### src/rtl/sdram_trk_pkg.sv
package sdram_trk_pkg;

  typedef enum logic [2:0] {
    OP_NONE,
    OP_ACT,
    OP_RD,
    OP_WR,
    OP_PRE,
    OP_LMR
  } op_e;

  typedef enum logic [1:0] {
    BK_IDLE,
    BK_OPEN,
    BK_APB,   // open, auto-precharge pending
    BK_RECOV
  } bank_st_e;

  typedef enum logic [2:0] {
    ERR_NONE      = 3'd0,
    ERR_RW_IDLE   = 3'd1,
    ERR_ACT_OPEN  = 3'd2,
    ERR_BUSY      = 3'd3,
    ERR_MODE_OPEN = 3'd4,
    ERR_AP_FULL   = 3'd5
  } err_e;

  localparam logic [2:0] BL_FULL = 3'b111;

endpackage

### src/rtl/sdram_cmd_decode.sv
module sdram_cmd_decode
  import sdram_trk_pkg::*;
(
  input  logic [3:0] cmd_i,  // {cs, ras, cas, we}, active low
  output op_e        op_o
);

  always_comb begin
    op_o = OP_NONE;
    if (!cmd_i[3]) begin
      unique case (cmd_i[2:0])
        3'b011:  op_o = OP_ACT;
        3'b101:  op_o = OP_RD;
        3'b100:  op_o = OP_WR;
        3'b010:  op_o = OP_PRE;
        3'b000:  op_o = OP_LMR;
        default: op_o = OP_NONE;
      endcase
    end
  end

endmodule

### src/rtl/sdram_rule_check.sv
module sdram_rule_check
  import sdram_trk_pkg::*;
#(
  parameter int BA_W = 2,
  localparam int NB  = 1 << BA_W
) (
  input  op_e             op_i,
  input  logic [BA_W-1:0] ba_i,
  input  logic            ap_i,
  input  logic            full_page_i,
  input  logic [NB-1:0]   open_i,
  input  logic [NB-1:0]   busy_i,
  output err_e            err_o
);

  logic sel_open, sel_busy, any_open, any_busy;

  assign sel_open = open_i[ba_i];
  assign sel_busy = busy_i[ba_i];
  assign any_open = |open_i;
  assign any_busy = |busy_i;

  // busy outranks every other violation
  always_comb begin
    err_o = ERR_NONE;
    unique case (op_i)
      OP_ACT: begin
        if (sel_busy)      err_o = ERR_BUSY;
        else if (sel_open) err_o = ERR_ACT_OPEN;
      end
      OP_RD, OP_WR: begin
        if (sel_busy)                err_o = ERR_BUSY;
        else if (!sel_open)          err_o = ERR_RW_IDLE;
        else if (ap_i && full_page_i) err_o = ERR_AP_FULL;
      end
      OP_PRE: begin
        if (ap_i ? any_busy : sel_busy) err_o = ERR_BUSY;
      end
      OP_LMR: begin
        if (any_busy)      err_o = ERR_BUSY;
        else if (any_open) err_o = ERR_MODE_OPEN;
      end
      default: err_o = ERR_NONE;
    endcase
  end

endmodule

### src/rtl/sdram_bank_ctx.sv
module sdram_bank_ctx
  import sdram_trk_pkg::*;
#(
  parameter int ROW_W = 12,
  parameter int T_RP  = 3,
  parameter int CNT_W = 4
) (
  input  logic             clk_i,
  input  logic             rst_ni,
  input  logic             act_i,
  input  logic             pre_i,
  input  logic             ap_i,
  input  logic [ROW_W-1:0] row_i,
  input  logic [CNT_W-1:0] burst_i,
  output logic             open_o,
  output logic             busy_o,
  output logic [ROW_W-1:0] row_o
);

  localparam bit             RP_SKIP = (T_RP <= 1);
  localparam logic [CNT_W-1:0] RP_LOAD = CNT_W'(RP_SKIP ? 1 : T_RP - 1);

  bank_st_e         st_q;
  logic [CNT_W-1:0] cnt_q;
  logic [ROW_W-1:0] row_q;

  always_ff @(posedge clk_i or negedge rst_ni) begin
    if (!rst_ni) begin
      st_q  <= BK_IDLE;
      cnt_q <= '0;
      row_q <= '0;
    end else begin
      unique case (st_q)
        BK_IDLE: if (act_i) begin
          st_q  <= BK_OPEN;
          row_q <= row_i;
        end
        BK_OPEN: begin
          if (pre_i) begin
            st_q  <= RP_SKIP ? BK_IDLE : BK_RECOV;
            cnt_q <= RP_LOAD;
          end else if (ap_i) begin
            st_q  <= BK_APB;
            cnt_q <= burst_i;
          end
        end
        BK_APB: begin
          if (cnt_q == CNT_W'(1)) begin
            st_q  <= RP_SKIP ? BK_IDLE : BK_RECOV;
            cnt_q <= RP_LOAD;
          end else begin
            cnt_q <= cnt_q - CNT_W'(1);
          end
        end
        BK_RECOV: begin
          if (cnt_q == CNT_W'(1)) st_q <= BK_IDLE;
          else                    cnt_q <= cnt_q - CNT_W'(1);
        end
        default: st_q <= BK_IDLE;
      endcase
    end
  end

  assign open_o = (st_q == BK_OPEN) || (st_q == BK_APB);
  assign busy_o = (st_q == BK_APB) || (st_q == BK_RECOV);
  assign row_o  = row_q;

endmodule

### src/rtl/sdram_bank_tracker.sv
module sdram_bank_tracker
  import sdram_trk_pkg::*;
#(
  parameter int         BA_W        = 2,
  parameter int         ROW_W       = 12,
  parameter int         AP_BIT      = 10,
  parameter int         T_RP        = 3,
  parameter logic [2:0] RST_BL_CODE = 3'b010,
  localparam int        NB          = 1 << BA_W
) (
  input  logic                clk_i,
  input  logic                rst_ni,
  input  logic                cs_n_i,
  input  logic                ras_n_i,
  input  logic                cas_n_i,
  input  logic                we_n_i,
  input  logic [BA_W-1:0]     ba_i,
  input  logic [ROW_W-1:0]    addr_i,
  output logic [NB-1:0]       bank_open_o,
  output logic [NB-1:0]       bank_busy_o,
  output logic [NB*ROW_W-1:0] open_row_o,
  output logic                err_valid_o,
  output logic [2:0]          err_code_o
);

  localparam int CNT_MAX = (T_RP > 8) ? T_RP : 8;
  localparam int CNT_W   = $clog2(CNT_MAX + 1);

  op_e              op;
  err_e             err_d, err_q;
  logic             legal, ap_flag, full_page;
  logic [2:0]       bl_code_q;
  logic [CNT_W-1:0] bl_len;
  logic [NB-1:0]    act_v, pre_v, ap_v;

  sdram_cmd_decode u_dec (
    .cmd_i ({cs_n_i, ras_n_i, cas_n_i, we_n_i}),
    .op_o  (op)
  );

  assign ap_flag   = addr_i[AP_BIT];
  assign full_page = (bl_code_q == BL_FULL);

  sdram_rule_check #(.BA_W(BA_W)) u_chk_rules (
    .op_i        (op),
    .ba_i        (ba_i),
    .ap_i        (ap_flag),
    .full_page_i (full_page),
    .open_i      (bank_open_o),
    .busy_i      (bank_busy_o),
    .err_o       (err_d)
  );

  assign legal = (err_d == ERR_NONE);

  always_comb begin
    unique case (bl_code_q)
      3'b001:  bl_len = CNT_W'(2);
      3'b010:  bl_len = CNT_W'(4);
      3'b011:  bl_len = CNT_W'(8);
      default: bl_len = CNT_W'(1);
    endcase
  end

  for (genvar b = 0; b < NB; b++) begin : g_bank
    logic hit;
    assign hit      = (ba_i == BA_W'(b));
    assign act_v[b] = legal && (op == OP_ACT) && hit;
    assign pre_v[b] = legal && (op == OP_PRE) && (ap_flag || hit);
    assign ap_v[b]  = legal && ((op == OP_RD) || (op == OP_WR)) && ap_flag && hit;

    sdram_bank_ctx #(.ROW_W(ROW_W), .T_RP(T_RP), .CNT_W(CNT_W)) u_bank (
      .clk_i   (clk_i),
      .rst_ni  (rst_ni),
      .act_i   (act_v[b]),
      .pre_i   (pre_v[b]),
      .ap_i    (ap_v[b]),
      .row_i   (addr_i),
      .burst_i (bl_len),
      .open_o  (bank_open_o[b]),
      .busy_o  (bank_busy_o[b]),
      .row_o   (open_row_o[b*ROW_W +: ROW_W])
    );
  end

  always_ff @(posedge clk_i or negedge rst_ni) begin
    if (!rst_ni) begin
      bl_code_q <= RST_BL_CODE;
      err_q     <= ERR_NONE;
    end else begin
      err_q <= err_d;
      if (legal && op == OP_LMR) bl_code_q <= addr_i[2:0];
    end
  end

  assign err_valid_o = (err_q != ERR_NONE);
  assign err_code_o  = err_q;

endmodule

### config.mk
export PLATFORM = sky130hd
export DESIGN_NAME = sdram_bank_tracker
export DESIGN_NICKNAME = d
export VERILOG_FILES = /design/src/rtl/sdram_trk_pkg.sv /design/src/rtl/sdram_cmd_decode.sv /design/src/rtl/sdram_rule_check.sv /design/src/rtl/sdram_bank_ctx.sv /design/src/rtl/sdram_bank_tracker.sv
export SDC_FILE = /design/constraint.sdc
export NUM_CORES = 1
export LEC_CHECK = 0
export BUFFER_PORTS_ARGS = -buffer_cell sky130_fd_sc_hd__buf_2
export CAP_MARGIN = 40
export CORE_ASPECT_RATIO = 2
export CORE_MARGIN = 2
export CORE_UTILIZATION = 60
export DETAILED_ROUTE_END_ITERATION = 12
export PLACE_DENSITY_LB_ADDON = 0.2
export SYNTH_ARGS = -nofsm -noshare
export SYNTH_HDL_FRONTEND = slang
export SYNTH_HIERARCHICAL = 1
export SYNTH_SLANG_ARGS = --single-unit
### constraint.sdc
create_clock -name clk_i -period 6.35 [get_ports clk_i]
set_input_delay 1.905 -clock clk_i [delete_from_list [all_inputs] [get_ports clk_i]]
set_output_delay 1.905 -clock clk_i [all_outputs]
set_load 0.1 [all_outputs]
Word-level counts from Yosys, hierarchy flattened
Cells that the tools add are included.
{"block": "classes", "addsub": 4, "n_lt_le_gt_ge": 1, "n_eq_ne": 52, "mux": 61, "n_reduce_logical": 58}
{"op": "2-to-1 mux 4 bit", "count": 16}
{"op": "one-hot mux 4 bit (3 select lines)", "count": 5}
{"op": "2-to-1 mux 2 bit", "count": 22}
{"op": "one-hot mux 2 bit (4 select lines)", "count": 4}
{"op": "!= test 2 x 1 -> 1 bit, second input constant", "count": 12}
{"op": "2-to-1 mux 3 bit", "count": 7}
{"op": "== test 2 bit, second input constant", "count": 10}
{"op": "== test 3 x 2 -> 1 bit, second input constant", "count": 6}
{"op": "logical AND 1 bit", "count": 18}
{"op": "== test 4 x 1 -> 1 bit, second input constant", "count": 4}
{"op": "AND reduction 4 bit", "count": 4}
{"op": "subtractor 4 x 1 -> 4 bit, second input constant", "count": 4}
{"op": "== test 3 bit, second input constant", "count": 5}
{"op": "one-hot mux 3 bit (5 select lines)", "count": 1}
{"op": "nonzero test 3 bit", "count": 5}
{"op": "logical OR 1 bit", "count": 13}
{"op": "!= test 3 x 1 -> 1 bit, second input constant", "count": 4}
{"op": "one-hot mux 3 bit (4 select lines)", "count": 1}
{"op": "AND reduction 3 bit", "count": 4}
{"op": "== test 2 x 1 -> 1 bit, second input constant", "count": 5}
{"op": "zero test 2 bit", "count": 5}
{"op": "!= test 2 bit, second input constant", "count": 4}
{"op": "AND reduction 2 bit", "count": 4}
{"op": "OR reduction 4 bit", "count": 2}
{"op": "other kinds (6)", "count": 11}
{"block": "totals", "register_bits": 78, "input_bits": 20, "elab_cells": 190}

Logic depth before layout (Yosys ltp)
Gate-level depths: netlist of run 1.
{"block": "depth", "depth_word": 14, "mapped_depth": 14, "mapped_depth_nobuf": 14}

Modules after synthesis
The synthesis of run 1 kept the hierarchy.
{"mod": "sdram_bank_ctx at g_bank[0].u_bank ...", "instances": 3, "cells_each": 82, "area_each_um2": 952.2, "seq_area_each_um2": 450.4}
{"mod": "sdram_bank_ctx at g_bank[1].u_bank", "instances": 1, "cells_each": 83, "area_each_um2": 937.1, "seq_area_each_um2": 450.4}
{"mod": "sdram_bank_tracker", "instances": 1, "cells_each": 39, "area_each_um2": 369.1, "seq_area_each_um2": 151.4}
{"mod": "sdram_rule_check", "instances": 1, "cells_each": 20, "area_each_um2": 166.4, "seq_area_each_um2": 0.0}
{"mod": "sdram_cmd_decode", "instances": 1, "cells_each": 5, "area_each_um2": 35.0, "seq_area_each_um2": 0.0}

Least setup slack after synthesis of run 1
OpenSTA, ideal clock, no wires.
{"block": "synth_timing", "path_type": "input-to-reg", "startpoint": "input port cs_n_i", "endpoint": "register g_bank[2].u_bank.cnt_q[0]", "arrival_time_ns": 4.676, "t_required_ns": 6.225, "slack_ns": 1.549, "path_stages": 11, "path_cell_list": "nor3_1 -> o21ba_2 -> o21ai_1 -> o311ai_2 -> nor4_2 -> nand3b_1 -> a21oi_1 -> nor3b_1 -> or2_2 -> o21bai_4 -> mux2_2"}
{"block": "synth_between", "word_cells_on_any_way": 19}
{"item": "from (decl)", "line": "sdram_bank_tracker.sv:13", "text": "input logic cs_n_i,"}
{"item": "2-to-1 mux 3 bit *", "line": "sdram_cmd_decode.sv:10", "text": "if (!cmd_i[3]) begin"}
{"item": "== test 3 x 2 -> 1 bit", "line": "sdram_rule_check.sv:26", "text": "unique case (op_i)"}
{"item": "OR reduction 2 bit", "line": "sdram_rule_check.sv:26"}
{"item": "one-hot mux 3 bit (4 select lines) *", "line": "sdram_rule_check.sv:26"}
{"item": "net err_d[0]", "line": "sdram_bank_tracker.sv:30", "text": "err_e err_d, err_q;"}
{"item": "zero test 3 bit *", "line": "sdram_bank_tracker.sv:54", "text": "assign legal = (err_d == ERR_NONE);"}
{"item": "logical AND 1 bit * (2 in a row)", "line": "sdram_bank_tracker.sv:69", "text": "assign pre_v[b] = legal && (op == OP_PRE) && (ap_flag || hit);"}
{"item": "net pre_v[2]", "line": "sdram_bank_tracker.sv:34", "text": "logic [NB-1:0] act_v, pre_v, ap_v;"}
{"item": "!= test 3 x 1 -> 1 bit (no source line) / 2-to-1 mux 4 bit (equally long branches)"}
{"item": "AND reduction 3 bit (no source line) / one-hot mux 4 bit (3 select lines) (equally long branches)"}
{"item": "to (signal assigned)", "line": "sdram_bank_ctx.sv:44", "text": "cnt_q <= burst_i;"}
{"item": "to (signal assigned)", "line": "sdram_bank_ctx.sv:52", "text": "cnt_q <= cnt_q - CNT_W'(1);"}
{"item": "to (signal assigned)", "line": "sdram_bank_ctx.sv:57", "text": "else cnt_q <= cnt_q - CNT_W'(1);"}
{"item": "to (decl)", "line": "sdram_bank_ctx.sv:24", "text": "logic [CNT_W-1:0] cnt_q;"}
The timed path passes the listed nets; every way through them passes the cells marked *.
A chain may end at the register's enable or synchronous reset.

Final worst setup path of run 1
{"block": "layout_timing", "startpoint": "input port we_n_i", "endpoint": "register g_bank[3].u_bank.cnt_q[0]"}
{"block": "layout_between", "word_cells_on_any_way": 25}
{"item": "from (decl)", "line": "sdram_bank_tracker.sv:16", "text": "input logic we_n_i,"}
{"item": "== test 3 x 2 -> 1 bit (tied with other cells)", "line": "sdram_cmd_decode.sv:11", "text": "unique case (cmd_i[2:0])"}
{"item": "one-hot mux 3 bit (5 select lines) *", "line": "sdram_cmd_decode.sv:11"}
{"item": "2-to-1 mux 3 bit *", "line": "sdram_cmd_decode.sv:10"}
{"item": "net op[0]", "line": "sdram_bank_tracker.sv:29", "text": "op_e op;"}
{"item": "== test 3 x 2 -> 1 bit", "line": "sdram_rule_check.sv:26"}
{"item": "OR reduction 2 bit", "line": "sdram_rule_check.sv:26"}
{"item": "one-hot mux 3 bit (4 select lines) *", "line": "sdram_rule_check.sv:26"}
{"item": "net err_d[1]", "line": "sdram_bank_tracker.sv:30"}
{"item": "zero test 3 bit *", "line": "sdram_bank_tracker.sv:54"}
{"item": "logical AND 1 bit * (2 in a row)", "line": "sdram_bank_tracker.sv:69"}
{"item": "net pre_v[3]", "line": "sdram_bank_tracker.sv:34"}
{"item": "!= test 3 x 1 -> 1 bit (no source line) / 2-to-1 mux 4 bit (equally long branches)"}
{"item": "AND reduction 3 bit (no source line) / one-hot mux 4 bit (3 select lines) (equally long branches)"}
{"item": "to (signal assigned)", "line": "sdram_bank_ctx.sv:44"}
{"item": "to (signal assigned)", "line": "sdram_bank_ctx.sv:52"}
{"item": "to (signal assigned)", "line": "sdram_bank_ctx.sv:57"}
{"item": "to (decl)", "line": "sdram_bank_ctx.sv:24"}
Marked as above.

==> flow_metrics.env, run 1 <==
export IMPL_fp_dieH_um=125
export IMPL_place_hpwl_um=6860
export IMPL_antenna_cells=0
export IMPL_status="finished, final reports clean"
export IMPL_clock_latency_ps=330
export IMPL_synth_area_leader_cell="dfrtp_1"
export IMPL_synthFlopType="dfrtp_1"
export IMPL_cts_tree="done"
export IMPL_clock_sinks=78
export IMPL_maxSlewHeadroom=0.460
export IMPL_syn2layout_area_growth_pct=19.2
export IMPL_io_pins=80
export IMPL_synth_area_leaders="dfrtp_1, mux2_2, ha_1, inv_1, nor2_1"
export IMPL_cts_clk_slew_worst_paths_ps=60
export IMPL_ant_nets=0
export IMPL_port_buffer_count=79
export IMPL_grt_pass1_vias=3259
export IMPL_synth_area_per_cell_um2=11.1
export IMPL_hold_viol=0
export IMPL_fin_crit_ps=4780
export IMPL_final_cell_mix="buf_2, dfrtp_1, mux2_2, inv_1, nor2_1"
export IMPL_synth_cell_types=49
export IMPL_initial_core_util=0.610
export IMPL_synth_top_area_frac=0.442
export IMPL_synth_edf_count=0
export IMPL_clock_skew_ps=6.32
export IMPL_antenna_found_initial=0
export IMPL_cts_resized=0
export IMPL_h_tree_depth=3
export IMPL_cts_path_max_buffers=2
export IMPL_worst_setup_path_start_kind="input pin"
export IMPL_async_flop_share=1.00
export IMPL_min_path_type="flip-flop to flip-flop"
export IMPL_cp_max_fo=8
export IMPL_drv_slew=0
export IMPL_grt_pass1_wl_um=16000
export IMPL_die_x_um=64.3
export IMPL_endpoint_kind="flip-flop"
export IMPL_drt_iter0_markers=257
export IMPL_grt_usage=0.256
export IMPL_drv_cap=0
export IMPL_path_class="input pin to flip-flop"
export IMPL_core_um2=7160
export IMPL_tightestPinTransition_ps=809
export IMPL_cp_required_ps=6560
export IMPL_tns_ps=0
export IMPL_final_common_cell="buf_2"
export IMPL_ys_ff_latch=78
export IMPL_ys_warnings_count=6
export IMPL_syn_inst=393
export IMPL_drc=0
export IMPL_setup_viol=0
export IMPL_overflow=0
export IMPL_num_nets_final=530
export IMPL_netlist_area_um2=4360
export IMPL_rows=44
export IMPL_grt_max_degree=55
export IMPL_cts_root_buf="clkbuf_16"
export IMPL_die_area_um2=8010
export IMPL_place_congestion=0.920
export IMPL_yosysSeqAreaShare=0.448
export IMPL_rsz0062_at_grt="no"
export IMPL_ctsHoldBuffers=0
export IMPL_avgViaCountPerCell=5.83
export IMPL_fin_crit_sh=0.753
export IMPL_fmax_mhz=209
export IMPL_numCtsBuffers=9
export IMPL_finalWirelength_um=9530
export IMPL_dr_total_vias=3375
export IMPL_first_pass_iters=5
export IMPL_syn_nets=441
export IMPL_cts_setup_buffers=0
export IMPL_drive_gt1_frac=0.372
export IMPL_wl_per_cell_um=16.5
export IMPL_crit_arrival_ps=4990
cells in the mapped netlist (all sizes together) (6+ instances only):
cell type	n
a21oi	17
dfrtp	77
ha	28
inv	45
mux2	55
nand2	14
nor2	32
nor3	11
nor3b	6
o21ai	30
layer usage:
layer / up-vias / part of all wire / global-route usage
met5: - / 0 / 0
met4: 0 / 0.031 / 0.111
met3: 25 / 0.049 / 0.0515
met2: 111 / 0.50 / 0.403
met1: 1659 / 0.42 / 0.341
li1: 1580 / - / -
critical path, stage by stage:
cell and delay, ps:
buf_2 110, or2_1 230, a21oi_2 320, nor4b_1 110
o21ai_1 200, nand3_1 160, nor4_2 440, nand3b_1 230
a21oi_1 330, nor3b_1 150, or2_2 330, o21bai_4 190
mux2_2 270
logic make-up (layout without fill, tap and decap cells):
logic type                 Yosys count  count (layout)  synth area share
and+or+nand+nor                     99              99             0.126
AOI/OAI and AO/OA                   82              82             0.148
buffers and inverters               49             143            0.0430
DFF                                 78              78             0.448
muxes                               57              57             0.155
adders and majority gates           28              28            0.0803
sequential cells by signal (all words and copies together) (netlist names):
signal / count
g_bank.u_bank/row_o: 48
g_bank.u_bank/cnt_q: 16
g_bank.u_bank/st_q: 8
bl_code_q: 3
err_code_o: 3
worst paths after layout:
check,from,end,slack [ps],cells after the start
max,we_n_i,g_bank[3].u_bank/cnt_q[0],1570,13
min,g_bank[3].u_bank/row_o[11],g_bank[3].u_bank/row_o[11],500,1
max reg2reg,g_bank[1].u_bank/st_q[0],g_bank[3].u_bank/cnt_q[0],2220,14
min reg2reg,g_bank[3].u_bank/row_o[11],g_bank[3].u_bank/row_o[11],500,1
max in group asynchronous,rst_ni,bl_code_q[1],4260,2
min in group asynchronous,rst_ni,g_bank[1].u_bank/row_o[11],1480,1
final cells by class:
type                            instances  area (µm²)
Fill cell                             533        1960
Timing Repair Buffer                   82         435
Inverter                               45         169
Clock buffer                           10         239
Tap cell                               92         115
Multi-Input combinational cell        266        2220
Sequential cell                        78        1950
Clock inverter                          6        66.3
stage by stage:
step | setup slack [ps] | cells | hold WS, ps | instance area [µm²] | utilization
after global routing | 1320 | 579 | 509 | 5200 | 0.727
after floorplan | 1550 | 393 | 510 | 4360 | -
after global placement | 1070 | 560 | 483 | 4860 | 0.679
after detailed placement | 961 | 561 | 488 | 4890 | 0.683
final | 1570 | 579 | 499 | 5200 | 0.727
after CTS | 1230 | 577 | 501 | 5190 | 0.725
Power of run 1 is not shown: default switching activity piles up to over one toggle a cycle in this logic, so the estimate is an artifact.
==> inputs of run 2 (changes only) <==
--- a/config.mk
+++ b/config.mk
@@ -5,11 +5,12 @@
 export SDC_FILE = /design/constraint.sdc
 export NUM_CORES = 1
 export LEC_CHECK = 0
+export ABC_AREA = 1
 export BUFFER_PORTS_ARGS = -buffer_cell sky130_fd_sc_hd__buf_2
 export CAP_MARGIN = 40
 export CORE_ASPECT_RATIO = 2
 export CORE_MARGIN = 2
-export CORE_UTILIZATION = 60
+export CORE_UTILIZATION = 51
 export DETAILED_ROUTE_END_ITERATION = 12
 export PLACE_DENSITY_LB_ADDON = 0.2
 export SYNTH_ARGS = -nofsm -noshare
==> constraint.sdc (replaced) <==
create_clock -name clk_i -period 4 [get_ports clk_i]
set_input_delay 1.2 -clock clk_i [delete_from_list [all_inputs] [get_ports clk_i]]
set_output_delay 1.2 -clock clk_i [all_outputs]
set_load 0.1 [all_outputs]
==> flow_metrics.env, run 2 <==
export IMPL_synth_area_per_cell_um2=8.57
export IMPL_ys_warnings_count=6
export IMPL_synth_cell_types=29
export IMPL_drive_gt1_frac=0.302
export IMPL_io_pins=80
export IMPL_status="finished, final reports clean"
export IMPL_grt_usage=0.232
export IMPL_placed_cells_incl_taps=719
export IMPL_avgViaCountPerCell=5.18
export IMPL_finalWirelength_um=10800
export IMPL_fp_dieH_um=139
export IMPL_crit_arrival_ps=3720
export IMPL_numCtsBuffers=9
export IMPL_final_area_um2=5470
export IMPL_clock_latency_ps=340
export IMPL_antenna_cells=0
export IMPL_place_congestion=0.873
export IMPL_synthMostInstantiatedCell="nand2_1"
export IMPL_core_um2=8890
export IMPL_syn_inst=539
export IMPL_fin_util=0.616
export IMPL_initial_core_util=0.519
export IMPL_fmax_mhz=285
export IMPL_crit_top_cell="nand2_1"
export IMPL_syn2layout_area_growth_pct=18.6
export IMPL_cts_tree="done"
export IMPL_rows=49
export IMPL_grt_pass1_vias=3896
export IMPL_drt_iter0_markers=176
export IMPL_placed_area_um2=5140
export IMPL_num_nets_final=676
export IMPL_critPathMaxStageDelay_ps=450
export IMPL_grt_pass1_wl_um=18100
export IMPL_cp_slowest_cell="mux2_1"
export IMPL_syn_nets=587
export IMPL_maxSlewHeadroom=0.502
export IMPL_cts_path_max_buffers=2
export IMPL_crit_buf_inv=4
export IMPL_ant_nets=0
export IMPL_antenna_found_initial=0
export IMPL_fill_cells=755
export IMPL_tns_ps=0
export IMPL_die_x_um=71.3
export IMPL_die_area_um2=9880
export IMPL_netlist_area_um2=4620
export IMPL_tightestPinTransition_ps=742
export IMPL_synth_top_area_frac=0.417
export IMPL_grt_max_degree=53
export IMPL_async_flop_share=1.00
export IMPL_hold_viol=0
export IMPL_final_common_cell="nand2_1"
export IMPL_ys_ff_latch=78
export IMPL_fin_crit_ps=3500
export IMPL_min_path_type="flip-flop to flip-flop"
export IMPL_drv_cap=0
export IMPL_endpoint_kind="flip-flop"
export IMPL_setup_viol=0
export IMPL_drc=0
export IMPL_first_pass_iters=4
export IMPL_synthFlopType="dfrtp_1"
export IMPL_cp_top_family="simple AND/OR/NAND/NOR gates"
export IMPL_synth_edf_count=0
export IMPL_drv_slew=0
export IMPL_wl_per_cell_um=14.8
export IMPL_overflow=0
export IMPL_rsz0062_at_grt="no"
export IMPL_yosysSeqAreaShare=0.423
export IMPL_final_cell_mix="nand2_1, buf_2, dfrtp_1, inv_1, nor2_1"
export IMPL_path_cells="buf_2 > inv_1 > nand2_1 > nand2_1 > nor2_1 > inv_1 > nand2_1 > o21ai_0 > a21oi_2 > nand2_1 > inv_1 > nand2_1 > nor2_2 > nand2_1 > nor2_1 > nand2_1 > mux2_1"
export IMPL_clock_skew_ps=6.65
export IMPL_cts_setup_buffers=0
export IMPL_dr_total_vias=3810
export IMPL_finalNonFillerCells=735
export IMPL_cts_resized=0
export IMPL_h_tree_depth=3
export IMPL_synth_area_leader_cell="dfrtp_1"
export IMPL_synth_area_leaders="dfrtp_1, mux2_2, nand2_1, ha_1, inv_1"
export IMPL_largest_register_ffs=48
export IMPL_clock_sinks=78
export IMPL_cp_max_fo=12
export IMPL_cp_required_ps=4210
export IMPL_cts_root_buf="clkbuf_16"
export IMPL_cts_clk_slew_worst_paths_ps=70
export IMPL_worst_setup_path_start_kind="input pin"
export IMPL_yosys_top_cells_count="nand2_1, dfrtp_1, inv_1"
export IMPL_path_class="input pin to flip-flop"
export IMPL_port_buffer_count=79
export IMPL_ctsHoldBuffers=0
export IMPL_place_hpwl_um=8280
export IMPL_fin_crit_sh=0.876
==> run 2: kinds of logic (layout without fill, tap and decap cells) <==
family	Yosys count	in the layout	synth area share
mux	48	48	0.117
compound gates	32	32	0.0444
flops	78	78	0.423
fa+ha+maj	28	28	0.0759
xor+xnor	1	1	0.00190
simple gates	279	279	0.271
buf+inv	73	167	0.0664
==> run 2: cell type report <==
cell class	count	area, µm²	area share
Multi-Input combinational cell	388	2360	0.431
Sequential cell	78	1950	0.357
Timing Repair Buffer	82	440	0.0805
Inverter	69	262	0.0478
Clock buffer	9	225	0.0411
Tap cell	102	128	0.0233
Clock inverter	7	109	0.0199
==> run 2: worst min-delay path, cell delays in order, from the launching register on <==
cell and delay, ps:
dfstp_2 390, nand2_1 60, nand2_1 50
==> run 2: worst paths after layout <==
| path | endpoint | cells past startpoint | slack (ps) | from |
|---|---|---|---|---|
| max | g_bank[1].u_bank/row_o[10] | 17 | 500 | cas_n_i |
| min in group asynchronous | g_bank[2].u_bank/st_q[1] | 1 | 780 | rst_ni |
| min | bl_code_q[1] | 2 | 490 | bl_code_q[1] |
| min reg2reg | bl_code_q[1] | 2 | 490 | bl_code_q[1] |
| max in group asynchronous | bl_code_q[1] | 2 | 2600 | rst_ni |
| max reg2reg | g_bank[1].u_bank/row_o[10] | 16 | 790 | g_bank[1].u_bank/st_q[0] |
==> run 2: through the flow <==
step	worst slack (ps)	hold slack [ps]
2_1_floorplan	580	462
3_3_place_gp	402	477
3_5_place_dp	276	481
4_1_cts	526	491
5_1_grt	221	519
6_report	496	492
==> run 2: per-layer routing <==
metal  part of all wire  GRT usage  vias up
met5                  0          0        -
met4              0.033      0.104        0
met3              0.045     0.0531       21
met2               0.55      0.422       86
met1               0.37      0.247     1804
li1                   -          -     1899
Power of run 2 is left out for the same reason.
